[src/rtl/isc_pkg.sv]
package isc_pkg;
   typedef enum logic {
      REG_STATUS = 1'b0,
      REG_CMD    = 1'b1
   } isc_reg_e;
endpackage

[src/rtl/isc_pending.sv]
module isc_pending #(
   parameter int NUM_TMR = 3
) (
   input  logic               clk,
   input  logic               rst_n,
   input  logic [NUM_TMR-1:0] req,
   input  logic [NUM_TMR-1:0] clr,
   output logic [NUM_TMR-1:0] pend
);
   for (genvar i = 0; i < NUM_TMR; i++) begin : g_bit
      always_ff @(posedge clk or negedge rst_n) begin
         if (!rst_n)      pend[i] <= 1'b0;
         else if (req[i]) pend[i] <= 1'b1;   // new request beats acknowledge
         else if (clr[i]) pend[i] <= 1'b0;
      end
   end
endmodule

[src/rtl/isc_inservice.sv]
module isc_inservice #(
   parameter int NUM_TMR       = 3,
   parameter int TYPE_W        = 5,
   parameter int TMR_TYPE_BASE = 8
) (
   input  logic               clk,
   input  logic               rst_n,
   input  logic               ack_stb,
   input  logic [TYPE_W-1:0]  ack_type,
   input  logic               cmd_wr,
   input  logic               cmd_nspec,
   input  logic [TYPE_W-1:0]  cmd_type,
   output logic [NUM_TMR-1:0] ack_hit,
   output logic [NUM_TMR-1:0] insvc
);
   logic [NUM_TMR-1:0] spec_hit;
   logic [NUM_TMR-1:0] lowest;
   logic [NUM_TMR-1:0] clr;

   for (genvar i = 0; i < NUM_TMR; i++) begin : g_dec
      localparam logic [TYPE_W-1:0] SRC_TYPE = TYPE_W'(TMR_TYPE_BASE + i);
      assign ack_hit[i]  = ack_stb && (ack_type == SRC_TYPE);
      assign spec_hit[i] = (cmd_type == SRC_TYPE);
   end

   // fixed priority: the lowest index wins
   assign lowest = insvc & (~insvc + NUM_TMR'(1));

   always_comb begin
      clr = '0;
      if (cmd_wr) clr = cmd_nspec ? lowest : spec_hit;
   end

   always_ff @(posedge clk or negedge rst_n) begin
      if (!rst_n) insvc <= '0;
      else        insvc <= (insvc & ~clr) | ack_hit;
   end
endmodule

[src/rtl/isc_halt.sv]
module isc_halt (
   input  logic clk,
   input  logic rst_n,
   input  logic nmi_taken,
   input  logic sw_wr,
   input  logic sw_val,
   output logic halt
);
   always_ff @(posedge clk or negedge rst_n) begin
      if (!rst_n)         halt <= 1'b0;
      else if (nmi_taken) halt <= 1'b1;
      else if (sw_wr)     halt <= sw_val;
   end
endmodule

[src/rtl/isc_status_eoi.sv]
module isc_status_eoi #(
   parameter int NUM_TMR       = 3,
   parameter int TYPE_W        = 5,
   parameter int TMR_TYPE_BASE = 8,
   parameter int DATA_W        = 16
) (
   input  logic               clk,
   input  logic               rst_n,
   input  logic [NUM_TMR-1:0] tmr_req,
   input  logic               nmi_taken,
   input  logic               ack_stb,
   input  logic [TYPE_W-1:0]  ack_type,
   input  logic               reg_sel,
   input  logic               reg_wr,
   input  logic [DATA_W-1:0]  reg_wdata,
   output logic [DATA_W-1:0]  reg_rdata,
   output logic [NUM_TMR-1:0] pend,
   output logic [NUM_TMR-1:0] insvc,
   output logic               dma_halt
);
   import isc_pkg::*;

   localparam int TOP_BIT = DATA_W - 1;

   if (NUM_TMR < 1 || NUM_TMR > DATA_W - 1) begin : g_bad_num
      $error("NUM_TMR must fit below the top status bit");
   end
   if (TYPE_W >= DATA_W - 1) begin : g_bad_type
      $error("TYPE_W must leave room for the nonspecific flag");
   end
   if (TMR_TYPE_BASE < 0 || TMR_TYPE_BASE + NUM_TMR > (1 << TYPE_W)) begin : g_bad_base
      $error("timer types must fit in the type field");
   end

   isc_reg_e            sel;
   logic                cmd_wr;
   logic                stat_wr;
   logic                cmd_nspec_q;
   logic [TYPE_W-1:0]   cmd_type_q;
   logic [NUM_TMR-1:0]  ack_hit;
   logic                rsv_unused;

   assign sel        = isc_reg_e'(reg_sel);
   assign cmd_wr     = reg_wr && (sel == REG_CMD);
   assign stat_wr    = reg_wr && (sel == REG_STATUS);
   assign rsv_unused = ^reg_wdata[TOP_BIT-1:TYPE_W];

   always_ff @(posedge clk or negedge rst_n) begin
      if (!rst_n) begin
         cmd_nspec_q <= 1'b0;
         cmd_type_q  <= '0;
      end else if (cmd_wr) begin
         cmd_nspec_q <= reg_wdata[TOP_BIT];
         cmd_type_q  <= reg_wdata[TYPE_W-1:0];
      end
   end

   isc_inservice #(
      .NUM_TMR      (NUM_TMR),
      .TYPE_W       (TYPE_W),
      .TMR_TYPE_BASE(TMR_TYPE_BASE)
   ) u_insvc (
      .clk      (clk),
      .rst_n    (rst_n),
      .ack_stb  (ack_stb),
      .ack_type (ack_type),
      .cmd_wr   (cmd_wr),
      .cmd_nspec(reg_wdata[TOP_BIT]),
      .cmd_type (reg_wdata[TYPE_W-1:0]),
      .ack_hit  (ack_hit),
      .insvc    (insvc)
   );

   isc_pending #(.NUM_TMR(NUM_TMR)) u_pend (
      .clk  (clk),
      .rst_n(rst_n),
      .req  (tmr_req),
      .clr  (ack_hit),
      .pend (pend)
   );

   isc_halt u_halt (
      .clk      (clk),
      .rst_n    (rst_n),
      .nmi_taken(nmi_taken),
      .sw_wr    (stat_wr),
      .sw_val   (reg_wdata[TOP_BIT]),
      .halt     (dma_halt)
   );

   always_comb begin
      reg_rdata = '0;
      if (sel == REG_STATUS) begin
         reg_rdata[NUM_TMR-1:0] = pend;
         reg_rdata[TOP_BIT]     = dma_halt;
      end else begin
         reg_rdata[TYPE_W-1:0]  = cmd_type_q;
         reg_rdata[TOP_BIT]     = cmd_nspec_q;
      end
   end
endmodule

[config.mk]
export PLATFORM = sky130hd
export DESIGN_NAME = isc_status_eoi
export DESIGN_NICKNAME = d
export VERILOG_FILES = /design/src/rtl/isc_pkg.sv /design/src/rtl/isc_pending.sv /design/src/rtl/isc_inservice.sv /design/src/rtl/isc_halt.sv /design/src/rtl/isc_status_eoi.sv
export SDC_FILE = /design/constraint.sdc
export NUM_CORES = 1
export LEC_CHECK = 0
export ABC_CLOCK_PERIOD_IN_PS = 2600
export BUFFER_PORTS_ARGS = -buffer_cell sky130_fd_sc_hd__buf_4
export CAP_MARGIN = 30
export CORE_UTILIZATION = 41
export DETAILED_ROUTE_END_ITERATION = 8
export GPL_TIMING_DRIVEN = 1
export MAX_ROUTING_LAYER = met4
export PLACE_DENSITY = 0.82
export SYNTH_ARGS = -nofsm -noshare
export SYNTH_HDL_FRONTEND = slang
export SYNTH_SLANG_ARGS = --single-unit
[constraint.sdc]
create_clock -name clk -period 2.6 [get_ports clk]
set_clock_uncertainty 0.2 [all_clocks]
set_input_delay 0.78 -clock clk [delete_from_list [all_inputs] [get_ports clk]]
set_output_delay 0.78 -clock clk [all_outputs]
set_load 0.05 [all_outputs]
After elaboration in Yosys (flattened, before gate mapping). Index checks and enable logic that the tools add are counted.

Register bits after elaboration: 13. Input port bits: 30. Output and inout bits: 23. Word-level logic and storage cells: 42.

Add/sub/neg operators: 1. Equality and inequality tests: 6. Muxes and demuxes: 13. Bitwise logic cells: 6. Reductions and logical operators: 9.

Operators with widths (count): $eq 5x4->1 const B (6); $mux 1 (9); $mux 3 (3); $reduce_bool 2->1 (4); $and 3x3->3 (2); $not 3->3 (2); $logic_and 1x1->1 (5); $add 3x1->3 const B (1); $or 3x3->3 (1); $mux 2 (1); $not 1->1 (1).

Longest topological paths before layout.
Depth after elaboration: 8. Gate-level depth with buffers: 4.

By module. A second synthesis with hierarchy kept.

Cell total of the unflattened synthesis: 65. Area, all modules: 775.7 um^2.

By module, submodules not included: isc_status_eoi (instances 1, cells each 33, area an instance 409.1 um^2); isc_inservice (instances 1, cells each 20, area an instance 217.7 um^2); isc_pending (instances 1, cells each 9, area an instance 108.9 um^2); isc_halt (instances 1, cells each 3, area an instance 40.0 um^2).

Worst setup path after synthesis. No wires, ideal clock.

Path kind: input -> output. From: input reg_sel. To: output reg_rdata[0]. Arrival time: 1.401 ns. Data required time: 1.620 ns. Setup slack: 0.219 ns. Stages on the path: 2. Path through: buf_2 mux2_2.

Longest elaborated chain between the ends: 1.

Ends and longest elaborated chain: from (decl) (RTL line isc_status_eoi.sv:13) `input logic reg_sel,`; $mux 3 (RTL line isc_status_eoi.sv:93) `if (sel == REG_STATUS) begin`; to (decl) (RTL line isc_status_eoi.sv:16) `output logic [DATA_W-1:0] reg_rdata,`.

No other way between the ends.

Final worst setup path. Same ends and word-level chain as after synthesis.

==> results.json <==
{
  "slowest_stage": "mux2_2",
  "vias": 567,
  "syn-cell-area_um2": 701,
  "start_kind": "primary input",
  "path_common_cell": "buf_4",
  "grt_setup_unrepaired": "no",
  "power.density_nw_per_um2": 578,
  "dieHeight_um": 43.3,
  "diodes": 0,
  "final_max_slew_viol_count": 0,
  "synth-seq-cells": 13,
  "wl_met1_um": 534,
  "cts_buffer_depth": 2,
  "dieArea_um2": 1880,
  "drive_gt1_frac": 0.479,
  "utilization": 0.604,
  "critPathKind": "in2out",
  "cts_tree": "built",
  "synth_seq_area_share": 0.464,
  "cp_slowest_stage_delay_ns": 0.34,
  "syn_inst": 62,
  "h-tree-depth": 1,
  "synth_compound_area_frac": 0.0964,
  "yosys_warnings": 0,
  "synthAdderAreaFrac": 0,
  "fin_crit_ns": 2.43,
  "avgSynthCellArea_um2": 11.3,
  "worstReg2RegEnd": "u_halt.halt",
  "first_iter_violations": 14,
  "p_leak_nw": 0.440,
  "ys_types": 21,
  "hold_viol": 0,
  "fin_crit_sh": 0.934,
  "synthToLayoutAreaGrowth_pct": 34.3,
  "drv_cap": 0,
  "worst_skew_pair.late_latency_ns": 0.27,
  "grt_pass1_wl_um": 2190,
  "dr_wl_met2_um": 691,
  "via_per_inst": 5.06,
  "antenna_found_initial": 0,
  "crit_path_max_fanout": 9,
  "die_w_um": 43.3,
  "endpoint_kind": "primary output",
  "layout.cells.most_common": "buf_4",
  "grtUsageTotal": 0.170,
  "dr_wl_met3_um": 112,
  "cts_resized": 0,
  "cts_buffers": 3,
  "highest_layer": "met4",
  "cts.sinks": 13,
  "clk_pin_slew_ns": 0.08,
  "hold_class": "in2async",
  "synth_simple_gate_area_share": 0.175,
  "antenna_left": 0,
  "coreArea_um2": 1560,
  "root_buffer": "clkbuf_4",
  "status": "complete, but fails checks",
  "wirelength_um": 1360,
  "setup-violations-final": 0,
  "timing.rr.start": "u_halt.halt",
  "num-nets-final": 127,
  "grt_max_degree": 14,
  "ir_drop_mv": 0.280,
  "io_pins": 53,
  "overflow": 0,
  "first_global_vias": 537,
  "cp.arrival_ns": 1.45,
  "hpwl_um": 1120,
  "port-buffer-count": 32,
  "first_pass_iters": 5,
  "fillCellCount": 145,
  "cts_hold_buf": 0,
  "synth_xor_area_frac": 0,
  "reg2reg_slack_ns": 1.51,
  "wl_per_cell_um": 12.1,
  "fp-row-count": 14,
  "critical_path_required_ns": 1.62,
  "failed_checks": "DRC",
  "fmaxAchievable_mhz": 412,
  "place.gp.congestion": 0.756,
  "reg2reg_depth": 2,
  "initial_core_util": 0.449,
  "setup_tns_ns": 0,
  "crit_chain": "buf_4 > mux2_2 > buf_4",
  "muxShareOfSynthArea": 0.145,
  "cts_setup_buffers": 0,
  "drc": 8,
  "final_cell_mix": "buf_4 (32), dfrtp_1 (13), conb_1 (10)",
  "synth_top_family_by_area": "simple AND/OR/NAND/NOR gates"
}
## critical path, delay by kind of cell
| kind | cells | cell delay [ns] |
|---|---|---|
| muxes | 1 | 0.34 |
| buffers and inverters | 2 | 0.33 |
## registers in the layout (all words and copies together) (netlist names)
signal,flops
u_halt.halt,1
u_pend.pend,3
cmd_nspec_q,1
cmd_type_q,5
u_insvc.insvc,3
## metrics by stage
stage          total power [W]  instance area (um2)  cells  setup WS [ns]  hold WS (ns)
3_3_place_gp          0.000421                  915    108          0.175         0.258
2_1_floorplan         0.000376                  734     71          0.219         0.241
3_5_place_dp          0.000424                  915    108          0.169         0.259
6_report              0.000543                  941    112          0.171         0.127
4_1_cts               0.000550                  941    112          0.168         0.126
5_1_grt               0.000574                  941    112          0.146         0.126
## kinds of logic after synthesis
kind of cell | count (synthesis)
compound gates | 9
buf+inv | 11
flops | 13
mux | 9
other cells | 1
simple gates | 19
## layout make-up
class | instances | area, um2 | area share
Clock buffer | 4 | 26.3 | 0.0279
Multi-Input combinational cell | 47 | 329 | 0.350
Sequential cell | 13 | 325 | 0.346
Timing Repair Buffer | 32 | 240 | 0.255
Tap cell | 16 | 20.0 | 0.0213
## cell usage after synthesis
library cell	n	area share
dfrtp_1	13	0.46
buf_4	10	0.11
mux2_2	9	0.14
nand2_1	4	0.021
a21o_1	3	0.032
o21ai_0	3	0.021
and2_1	2	0.018
nand2b_1	2	0.018
nand3b_1	2	0.021
nor2b_1	2	0.018
nor4_1	2	0.018
a211o_1	1	0.013
and4bb_1	1	0.018
buf_2	1	0.0071
conb_1	1	0.0054
nand3_1	1	0.0071
nor3_1	1	0.0071
o21ai_1	1	0.0071
o41ai_2	1	0.023
or3b_1	1	0.013
or3b_4	1	0.016
## how the worst max path moves through the flow
| stage | from | to | slack (ns) | cells after the start |
|---|---|---|---|---|
| after global placement | reg_sel | reg_rdata[1] | 0.17 | 3 |
| after detailed placement | reg_sel | reg_rdata[0] | 0.17 | 3 |
| final | reg_sel | reg_rdata[0] | 0.17 | 3 |
| after floorplan | reg_sel | reg_rdata[0] | 0.22 | 2 |
| after global routing | reg_sel | reg_rdata[0] | 0.15 | 3 |
| after CTS | reg_sel | reg_rdata[0] | 0.17 | 3 |
## metal layers
layer  GRT usage  up-vias
met1       0.198      267
met4       0.113        0
met3      0.0292        2
li1            -      267
met2       0.270       31
met5           -        -
## power breakdown
| part | internal, W | total (W) | switching [W] |
|---|---|---|---|
| Clock | 0.0000595 | 0.000124 | 0.0000647 |
| Combinational | 0.0000648 | 0.000187 | 0.000122 |
| Sequential | 0.000222 | 0.000232 | 0.0000103 |
No activity file was read; power rests on OpenSTA's default activity.
